$ cat src/rtl/pvw_pkg.sv
package pvw_pkg;

   // Write mode encoding; the numeric values are visible on the wmode port.
   typedef enum logic [1:0] {
      WM_BLEND   = 2'b00,   // rotate, set/reset substitution, op, mask
      WM_LATCH   = 2'b01,   // latch copied unchanged
      WM_COLOR   = 2'b10,   // host low bits expanded per plane
      WM_STENCIL = 2'b11    // set/reset colour, host byte acts as mask
   } wmode_e;

   // Logical operation encoding applied against the latch.
   typedef enum logic [1:0] {
      LOP_PASS = 2'b00,
      LOP_AND  = 2'b01,
      LOP_OR   = 2'b10,
      LOP_XOR  = 2'b11
   } lop_e;

endpackage

$ cat src/rtl/pvw_rotator.sv
// Rotate right of one lane, variant picked by a parameter.
module pvw_rotator #(
   parameter int LANE_W = 8,
   parameter bit BARREL = 1'b1,
   localparam int CNT_W = $clog2(LANE_W)
) (
   input  logic [LANE_W-1:0] din,
   input  logic [CNT_W-1:0]  cnt,
   output logic [LANE_W-1:0] dout
);

   if (LANE_W < 2 || (1 << CNT_W) != LANE_W) begin : g_bad_width
      $error("pvw_rotator: LANE_W must be a power of two of at least 2");
   end

   if (BARREL) begin : g_barrel
      // log2(LANE_W) stages, stage s rotates by 2**s when cnt[s] is set
      logic [LANE_W-1:0] stage [0:CNT_W];
      assign stage[0] = din;
      for (genvar s = 0; s < CNT_W; s++) begin : g_stage
         localparam int AMT = 1 << s;
         assign stage[s+1] = cnt[s]
            ? {stage[s][AMT-1:0], stage[s][LANE_W-1:AMT]}
            : stage[s];
      end
      assign dout = stage[CNT_W];
   end else begin : g_shift
      // doubled vector shifted once; one wide shifter instead of stages
      logic [2*LANE_W-1:0] twice;
      always_comb begin
         twice = {din, din} >> cnt;
      end
      assign dout = twice[LANE_W-1:0];
   end

   // a rotation neither creates nor loses set bits
   always_comb begin
      a_r3_bits_kept: assert ($countones(dout) == $countones(din));
   end

endmodule

$ cat src/rtl/pvw_source_sel.sv
// Per-plane source data and per-plane mask, chosen by write mode.
module pvw_source_sel
   import pvw_pkg::*;
#(
   parameter int PLANES = 4,
   parameter int LANE_W = 8,
   localparam int WORD_W = PLANES * LANE_W
) (
   input  wmode_e             mode,
   input  logic [LANE_W-1:0]  host_byte,
   input  logic [LANE_W-1:0]  rot_byte,
   input  logic [PLANES-1:0]  sr_val,
   input  logic [PLANES-1:0]  sr_en,
   input  logic [LANE_W-1:0]  bit_mask,
   output logic [WORD_W-1:0]  src_word,
   output logic [WORD_W-1:0]  mask_word,
   output logic               bypass
);

   if (PLANES > LANE_W) begin : g_bad_planes
      $error("pvw_source_sel: colour expansion needs PLANES <= LANE_W");
   end

   assign bypass = (mode == WM_LATCH);

   for (genvar p = 0; p < PLANES; p++) begin : g_plane
      logic [LANE_W-1:0] sr_fill;
      logic [LANE_W-1:0] host_fill;
      logic [LANE_W-1:0] src_l;
      logic [LANE_W-1:0] mask_l;

      assign sr_fill   = {LANE_W{sr_val[p]}};
      assign host_fill = {LANE_W{host_byte[p]}};

      always_comb begin
         unique case (mode)
            WM_BLEND: begin
               src_l  = sr_en[p] ? sr_fill : rot_byte;
               mask_l = bit_mask;
            end
            WM_LATCH: begin
               src_l  = '0;
               mask_l = '0;
            end
            WM_COLOR: begin
               src_l  = host_fill;
               mask_l = bit_mask;
            end
            WM_STENCIL: begin
               src_l  = sr_fill;
               mask_l = rot_byte & bit_mask;
            end
            default: begin
               src_l  = '0;
               mask_l = '0;
            end
         endcase
      end

      assign src_word [p*LANE_W +: LANE_W] = src_l;
      assign mask_word[p*LANE_W +: LANE_W] = mask_l;

      // in the colour-fill stencil mode the mask never exceeds bit_mask
      always_comb begin
         if (mode == WM_STENCIL) begin
            a_r9_mask_within: assert ((mask_l & ~bit_mask) == '0);
         end
      end
   end

endmodule

$ cat src/rtl/pvw_combine.sv
// Logical operation, bit-mask merge and plane-enable merge per plane.
module pvw_combine
   import pvw_pkg::*;
#(
   parameter int PLANES = 4,
   parameter int LANE_W = 8,
   localparam int WORD_W = PLANES * LANE_W
) (
   input  lop_e               lop,
   input  logic               bypass,
   input  logic [WORD_W-1:0]  src_word,
   input  logic [WORD_W-1:0]  mask_word,
   input  logic [WORD_W-1:0]  latch_word,
   input  logic [PLANES-1:0]  plane_en,
   output logic [WORD_W-1:0]  result
);

   for (genvar p = 0; p < PLANES; p++) begin : g_plane
      logic [LANE_W-1:0] d_l;
      logic [LANE_W-1:0] m_l;
      logic [LANE_W-1:0] l_l;
      logic [LANE_W-1:0] op_l;
      logic [LANE_W-1:0] blend_l;
      logic [LANE_W-1:0] out_l;

      assign d_l = src_word  [p*LANE_W +: LANE_W];
      assign m_l = mask_word [p*LANE_W +: LANE_W];
      assign l_l = latch_word[p*LANE_W +: LANE_W];

      always_comb begin
         unique case (lop)
            LOP_PASS: op_l = d_l;
            LOP_AND:  op_l = d_l & l_l;
            LOP_OR:   op_l = d_l | l_l;
            LOP_XOR:  op_l = d_l ^ l_l;
            default:  op_l = d_l;
         endcase
      end

      assign blend_l = (op_l & m_l) | (l_l & ~m_l);
      assign out_l   = (bypass || !plane_en[p]) ? l_l : blend_l;
      assign result[p*LANE_W +: LANE_W] = out_l;

      // every unmasked bit of an enabled plane keeps the latch value
      always_comb begin
         a_r6_unmasked_keep: assert (((out_l ^ l_l) & ~m_l) == '0);
      end
   end

endmodule

$ cat src/rtl/pvw_write_path.sv
// Registered write datapath for four planes read and written as one word.
module pvw_write_path
   import pvw_pkg::*;
#(
   parameter int PLANES     = 4,
   parameter int LANE_W     = 8,
   parameter bit ROT_BARREL = 1'b1,
   localparam int WORD_W = PLANES * LANE_W,
   localparam int CNT_W  = $clog2(LANE_W)
) (
   input  logic              clk,
   input  logic              rst_n,
   input  logic              wr_req,
   input  logic [LANE_W-1:0] host_byte,
   input  logic [1:0]        wmode,
   input  logic [CNT_W-1:0]  rot_cnt,
   input  logic [1:0]        lop,
   input  logic [PLANES-1:0] sr_val,
   input  logic [PLANES-1:0] sr_en,
   input  logic [LANE_W-1:0] bit_mask,
   input  logic [PLANES-1:0] plane_en,
   input  logic [WORD_W-1:0] latch_word,
   output logic              wr_valid,
   output logic [WORD_W-1:0] wr_data,
   output logic [PLANES-1:0] plane_stb
);

   if (PLANES < 1) begin : g_bad_planes
      $error("pvw_write_path: PLANES must be at least 1");
   end

   wmode_e            mode_q;
   lop_e              lop_q;
   logic [LANE_W-1:0] rot_byte;
   logic [WORD_W-1:0] src_word;
   logic [WORD_W-1:0] mask_word;
   logic              bypass;
   logic [WORD_W-1:0] next_word;

   assign mode_q = wmode_e'(wmode);
   assign lop_q  = lop_e'(lop);

   pvw_rotator #(
      .LANE_W (LANE_W),
      .BARREL (ROT_BARREL)
   ) u_rot (
      .din  (host_byte),
      .cnt  (rot_cnt),
      .dout (rot_byte)
   );

   pvw_source_sel #(
      .PLANES (PLANES),
      .LANE_W (LANE_W)
   ) u_src (
      .mode      (mode_q),
      .host_byte (host_byte),
      .rot_byte  (rot_byte),
      .sr_val    (sr_val),
      .sr_en     (sr_en),
      .bit_mask  (bit_mask),
      .src_word  (src_word),
      .mask_word (mask_word),
      .bypass    (bypass)
   );

   pvw_combine #(
      .PLANES (PLANES),
      .LANE_W (LANE_W)
   ) u_comb (
      .lop        (lop_q),
      .bypass     (bypass),
      .src_word   (src_word),
      .mask_word  (mask_word),
      .latch_word (latch_word),
      .plane_en   (plane_en),
      .result     (next_word)
   );

   always_ff @(posedge clk or negedge rst_n) begin
      if (!rst_n) begin
         wr_valid  <= 1'b0;
         wr_data   <= '0;
         plane_stb <= '0;
      end else begin
         wr_valid  <= wr_req;
         plane_stb <= wr_req ? plane_en : '0;
         if (wr_req) begin
            wr_data <= next_word;
         end
      end
   end

   // one result per request, exactly one cycle later
   a_r2_valid_follows_req: assert property (@(posedge clk) disable iff (!rst_n)
      wr_req |=> wr_valid);
   a_r2_no_spurious: assert property (@(posedge clk) disable iff (!rst_n)
      !wr_req |=> !wr_valid);

   // strobes are quiet when idle and copy the request's plane enable
   a_r10_stb_quiet: assert property (@(posedge clk) disable iff (!rst_n)
      !wr_valid |-> plane_stb == '0);
   a_r10_stb_copy: assert property (@(posedge clk) disable iff (!rst_n)
      wr_req |=> plane_stb == $past(plane_en));

   // latch copy mode returns the latch whatever the other inputs hold
   a_r7_latch_pass: assert property (@(posedge clk) disable iff (!rst_n)
      (wr_req && wmode == 2'b01) |=> wr_data == $past(latch_word));

   // a disabled plane carries its latch byte
   for (genvar p = 0; p < PLANES; p++) begin : g_keep_chk
      a_r10_keep_lane: assert property (@(posedge clk) disable iff (!rst_n)
         (wr_req && !plane_en[p]) |=>
            wr_data[p*LANE_W +: LANE_W] == $past(latch_word[p*LANE_W +: LANE_W]));
   end

endmodule

$ cat config.mk
export PLATFORM = sky130hd
export DESIGN_NAME = pvw_write_path
export DESIGN_NICKNAME = d
export VERILOG_FILES = /design/src/rtl/pvw_pkg.sv /design/src/rtl/pvw_rotator.sv /design/src/rtl/pvw_source_sel.sv /design/src/rtl/pvw_combine.sv /design/src/rtl/pvw_write_path.sv
export SDC_FILE = /design/constraint.sdc
export NUM_CORES = 1
export LEC_CHECK = 0
export CAP_MARGIN = 20
export CORE_ASPECT_RATIO = 1.25
export CORE_MARGIN = 1.5
export CORE_UTILIZATION = 55
export DETAILED_ROUTE_END_ITERATION = 8
export DONT_BUFFER_PORTS = 1
export GPL_ROUTABILITY_DRIVEN = 1
export GPL_TIMING_DRIVEN = 0
export PLACE_DENSITY = 0.7
export SLEW_MARGIN = 25
export SYNTH_ARGS = -nofsm -noshare
export SYNTH_HDL_FRONTEND = slang
export SYNTH_SLANG_ARGS = --single-unit
$ cat constraint.sdc
create_clock -name clk -period 1.01 [get_ports clk]
set_input_delay 0.101 -clock clk [delete_from_list [all_inputs] [get_ports clk]]
set_output_delay 0.101 -clock clk [all_outputs]
set_load 0.01 [all_outputs]
# == Yosys cells after proc, flatten, opt, wreduce, memory -nomap -nowiden ==
# Index checks and enable logic that the tools add are counted.
# classes
eq_ne,6
muxes,21
bitwise,26
n_reduce_logical,11
# ops
cell,count
$pmux W8 S4,8
$and A8 B8 Y8,13
$mux W8,11
$or A8 B8 Y8,8
$xor A8 B8 Y8,4
$pmux W8 S3,1
$eq A2 B2 Y1 const B,4
$not A8 Y8,1
$eq A2 B1 Y1 const B,2
$logic_not A1 Y1,4
$logic_not A2 Y1,2
$logic_or A1 B1 Y1,4
$mux W4,1
$reduce_or A2 Y1,1
# word_totals
register_bits,37
out_inout_bits,37

# == Depth between registers and ports, before layout ==
# depth
ltp_word,10
depth_mapped,14
ltp_nobuf,11

# == Modules after synthesis ==
# Synthesis repeated with hierarchy kept, for this count alone.
# unflattened
hier_cells,502
hier_area_um2,5067.4
# modules_own_cells
mod,n_inst,cells_each,area_per_inst_um2
pvw_combine,1,276,2496.1
pvw_write_path,1,77,1471.4
pvw_source_sel,1,130,773.2
pvw_rotator,1,19,326.6

# == Worst setup path after synthesis ==
# Ideal clock, no wire load.
# synth_timing
path_type,input to register
startpoint,input rot_cnt[0]
endpoint,register wr_data[29]
setup_time_ns,0.127
arrival_ns,2.430
required_time_ns,0.883
setup_slack_ns,-1.547
cell_stages,11
cell_sequence,buf_6 mux2_4 mux4_2 mux2i_1 o21a_1 ha_1 and2_1 o32a_1 and2b_2 a31oi_1 mux2i_1
# synth_between
elab_chain_cells,10
word_cells_on_any_way,16
# synth_rtl
element,line,rtl
start: declaration,pvw_write_path.sv:16,"input logic [CNT_W-1:0] rot_cnt,"
$mux W8 * (3 in a row),pvw_rotator.sv:23,"? {stage[s][AMT-1:0], stage[s][LANE_W-1:AMT]}"
$mux W8,pvw_source_sel.sv:38,src_l = sr_en[p] ? sr_fill : rot_byte;
$pmux W8 S4,pvw_source_sel.sv:36,unique case (mode)
"$xor A8 B8 Y8, or another cell as far along",pvw_combine.sv:35,LOP_XOR: op_l = d_l ^ l_l;
$pmux W8 S4,pvw_combine.sv:31,unique case (lop)
$and A8 B8 Y8,pvw_combine.sv:40,assign blend_l = (op_l & m_l) | (l_l & ~m_l);
$or A8 B8 Y8 *,pvw_combine.sv:40,
$mux W8 *,pvw_combine.sv:41,assign out_l = (bypass || !plane_en[p]) ? l_l : blend_l;
end signal: assignment,pvw_write_path.sv:89,wr_data <= next_word;
end: declaration,pvw_write_path.sv:24,"output logic [WORD_W-1:0] wr_data,"
# Every way passes the cells marked *; elsewhere a longest branch is shown, timed or not.
# A chain may end at the register's enable or synchronous reset.

# == Final worst setup path ==
# Ends and elaborated chain as after synthesis.

==> results.sh <==
export IMPL_status="finished, violations left"
export IMPL_violations="hold timing, setup timing"
export IMPL_dieArea_mm2=0.01002
export IMPL_worst_path_buf_inv=1
export IMPL_critical_path_most_common_cell="mux2i_1"
export IMPL_syn_cell_area_mm2=0.005182
export IMPL_drt_pass1_iter_count=5
export IMPL_fin_nets=846
export IMPL_dp_hpwl_um=13250
export IMPL_path_class="input pin to flop"
export IMPL_min_period_ps=2250
export IMPL_drc=0
export IMPL_p_leak_nw=2.854
export IMPL_cp_slowest_stage_delay_ps=520
export IMPL_yosysWarnings=0
export IMPL_grt_first_pass_wirelength_um=29190
export IMPL_ff2ff_setup_slack_ps=140
export IMPL_drive_above_1_share_pct=19.38
export IMPL_post_place_ws_ps=-1780
export IMPL_io_buffers=0
export IMPL_initial_core_util_pct=56.49
export IMPL_skew_ps=0
export IMPL_grt_overflow=0
export IMPL_setup_viol=32
export IMPL_finalPower_mw=6.525
export IMPL_core_mm2=0.009174
export IMPL_seq_area_frac_synth_pct=17.87
export IMPL_avgSynthCellArea_um2=7.961
export IMPL_antenna_found_initial=0
export IMPL_die_w_um=89.82
export IMPL_worstReg2RegStart="wr_data[27]"
export IMPL_area_growth_syn_to_layout_pct=23.30
export IMPL_place_congestion=0.9789
export IMPL_async_flop_share_pct=100.0
export IMPL_most_common_layout_cells="66 x inv_1, 64 x ha_1, 52 x nand2_1"
export IMPL_synth_edf_count=0
export IMPL_start_kind="input pin"
export IMPL_clk_latency_ps=290
export IMPL_dr_max_layer_used="met4"
export IMPL_path_clk_slew_ps=60
export IMPL_grt_pass1_vias=5590
export IMPL_drt_total_wl_um=18370
export IMPL_max_cap_violations=0
export IMPL_fill_cells=762
export IMPL_io_pin_count=107
export IMPL_rows=39
export IMPL_drt_iter0_markers=398
export IMPL_fin_util_pct=69.65
export IMPL_crit_path_top_delay_cell="mux4_2"
export IMPL_vias_per_cell=6.496
export IMPL_crit_chain="buf_12, mux2_4, mux4_2, mux2i_1, o21a_1, ha_1, and2_4, o32a_1, and2b_2, a31oi_1, mux2i_1"
export IMPL_arrival_ps=2420
export IMPL_m1WireLength_um=6625
export IMPL_wl_met3_um=1623
export IMPL_period_share_pct=222.8
export IMPL_synth_flop_cell="dfrtp_1"
export IMPL_seqCellArea_um2=925.9
export IMPL_rsz0062_at_grt="true"
export IMPL_fmax_mhz=444.5
export IMPL_peakVddDrop_mv=0.6602
export IMPL_grt_start_max_net_pins=38
export IMPL_numCtsBuffers=5
export IMPL_holdWs_ps=-7.460
export IMPL_hold_class="input pin to flop"
export IMPL_cts_buffer_depth=2
export IMPL_p_per_area_mw_per_mm2=1021
export IMPL_cts_root_buf="clkbuf_16"
export IMPL_critical_path_top_delay_family="multiplexers"
export IMPL_die_height_um=111.5
export IMPL_slew_limit_headroom_pct=39.35
export IMPL_cts_tree="built"
export IMPL_fin_ws_ps=-1240
export IMPL_diodes=0
export IMPL_finalMaxSlewViolations=0
export IMPL_htreeDepth=2
export IMPL_crit_start="rot_cnt[0]"
export IMPL_critical_path_max_fanout=3
export IMPL_tightest_slew_ps=905.6
export IMPL_min_from="bit_mask[3]"
export IMPL_final_common_cell="inv_1"
export IMPL_wl_per_cell_um=21.99
export IMPL_ant_nets=0
export IMPL_synth_nets=785
export IMPL_grtUsageTotal_pct=36.80
export IMPL_synth_seq_cells=37
export IMPL_multi_input_area_mm2=0.004124
export IMPL_ys_types=47
export IMPL_syn_inst=651
export IMPL_crit_path_end_kind="flop"
export IMPL_cp_required_ps=1180
export IMPL_routed_wl_met2_um=9136
export IMPL_num_vias=5424
export IMPL_cts_sinks=37
export IMPL_finalHoldViolCount=1
## registers in the layout, indices dropped and copies added, names as in the netlist
signal,count
plane_stb,4
wr_valid,1
wr_data,32
## worst reg2reg max path, cell delays in order, from the launching register on
cell	delay (ps)
dfrtp_1	430
mux2i_1	200
mux2i_1	110
## cell type report
cell class / instances / share of cell area (%)
well taps: 123 / 2.408
plain buffers: 41 / 3.642
clock buffers: 5 / 1.958
repair buffers: 57 / 8.537
inverters: 66 / 3.877
flip-flops and latches: 37 / 14.49
multi-input cells: 504 / 64.54
clock inverters: 2 / 0.5483
## synth_stat cells (2+ instances only)
cell type / number / share of area (%)
o221ai_1: 15 / 2.5
inv_1: 66 / 4.8
o31a_1: 3 / 0.51
nor2_1: 16 / 1.2
nand2b_1: 9 / 1.1
o21a_1: 48 / 7.0
o21ai_1: 6 / 0.58
buf_2: 4 / 0.39
o21ai_0: 67 / 6.5
a31oi_1: 3 / 0.36
and3_1: 3 / 0.36
o22a_1: 7 / 1.2
a21oi_1: 43 / 4.2
clkbuf_8: 2 / 0.53
dfrtp_1: 37 / 18
nor2b_1: 13 / 1.6
or2_2: 5 / 0.60
o22ai_1: 16 / 1.9
mux2i_1: 43 / 8.3
o2111ai_1: 11 / 1.9
mux2_4: 6 / 1.7
o211ai_1: 26 / 3.8
ha_1: 64 / 15
mux4_2: 5 / 2.2
o21ai_2: 3 / 0.51
nand2_1: 53 / 3.8
clkbuf_1: 35 / 2.5
and2_1: 9 / 1.1
a21boi_0: 7 / 1.0
mux2_2: 5 / 1.1
nand3_1: 5 / 0.48
## cells by family (layout without fill, tap and decap cells)
logic type | count (synthesis) | after routing | share of synthesized area (%)
AOI/OAI and AO/OA | 259 | 259 | 33.08
and+or+nand+nor | 122 | 122 | 11.61
buffers and inverters | 110 | 171 | 8.692
adders and majority gates | 64 | 64 | 15.45
muxes | 59 | 59 | 13.30
DFF | 37 | 37 | 17.87
## per-stage QoR
| stage | std cells | setup TNS [ps] | area [um^2] |
|---|---|---|---|
| finish | 835 | -32900 | 6390 |
| floorplan | 651 | -31260 | 5326 |
| global placement | 774 | -38630 | 5480 |
| global route | 835 | -35690 | 6390 |
| CTS | 823 | -33700 | 6191 |
| detailed placement | 774 | -40040 | 5480 |
## what timing repair did
action                                  4_1_cts  5_1_grt
hold buffers                                  9        4
buffers inserted                             35       13
resized for setup                            56       24
endpoints found under the setup margin       33       32
hold endpoints to repair                     46       39
pin swaps                                    33       44
## layer usage
metal	GRT usage [%]	up-vias
met5	0	-
met4	19.47	0
met3	7.309	67
met2	63.97	298
met1	42.61	2581
li1	-	2478
## where the power goes
part,internal (mW),switching [mW]
Clock,1.15,0.655
Combinational,1.29,1.56
Sequential,1.66,0.209
Total,4.10,2.42
## path summary, 6_finish.rpt
| path | end | cells past startpoint |
|---|---|---|
| worst max-delay path | wr_data[29] | 11 |
| worst min-delay path | wr_data[11] | 2 |
| worst max register to register | wr_data[27] | 2 |
| worst min register to register | wr_data[2] | 2 |
| max in group asynchronous | plane_stb[2] | 2 |
| min in group asynchronous | wr_data[12] | 2 |
Power figures use the tool's default switching activity.
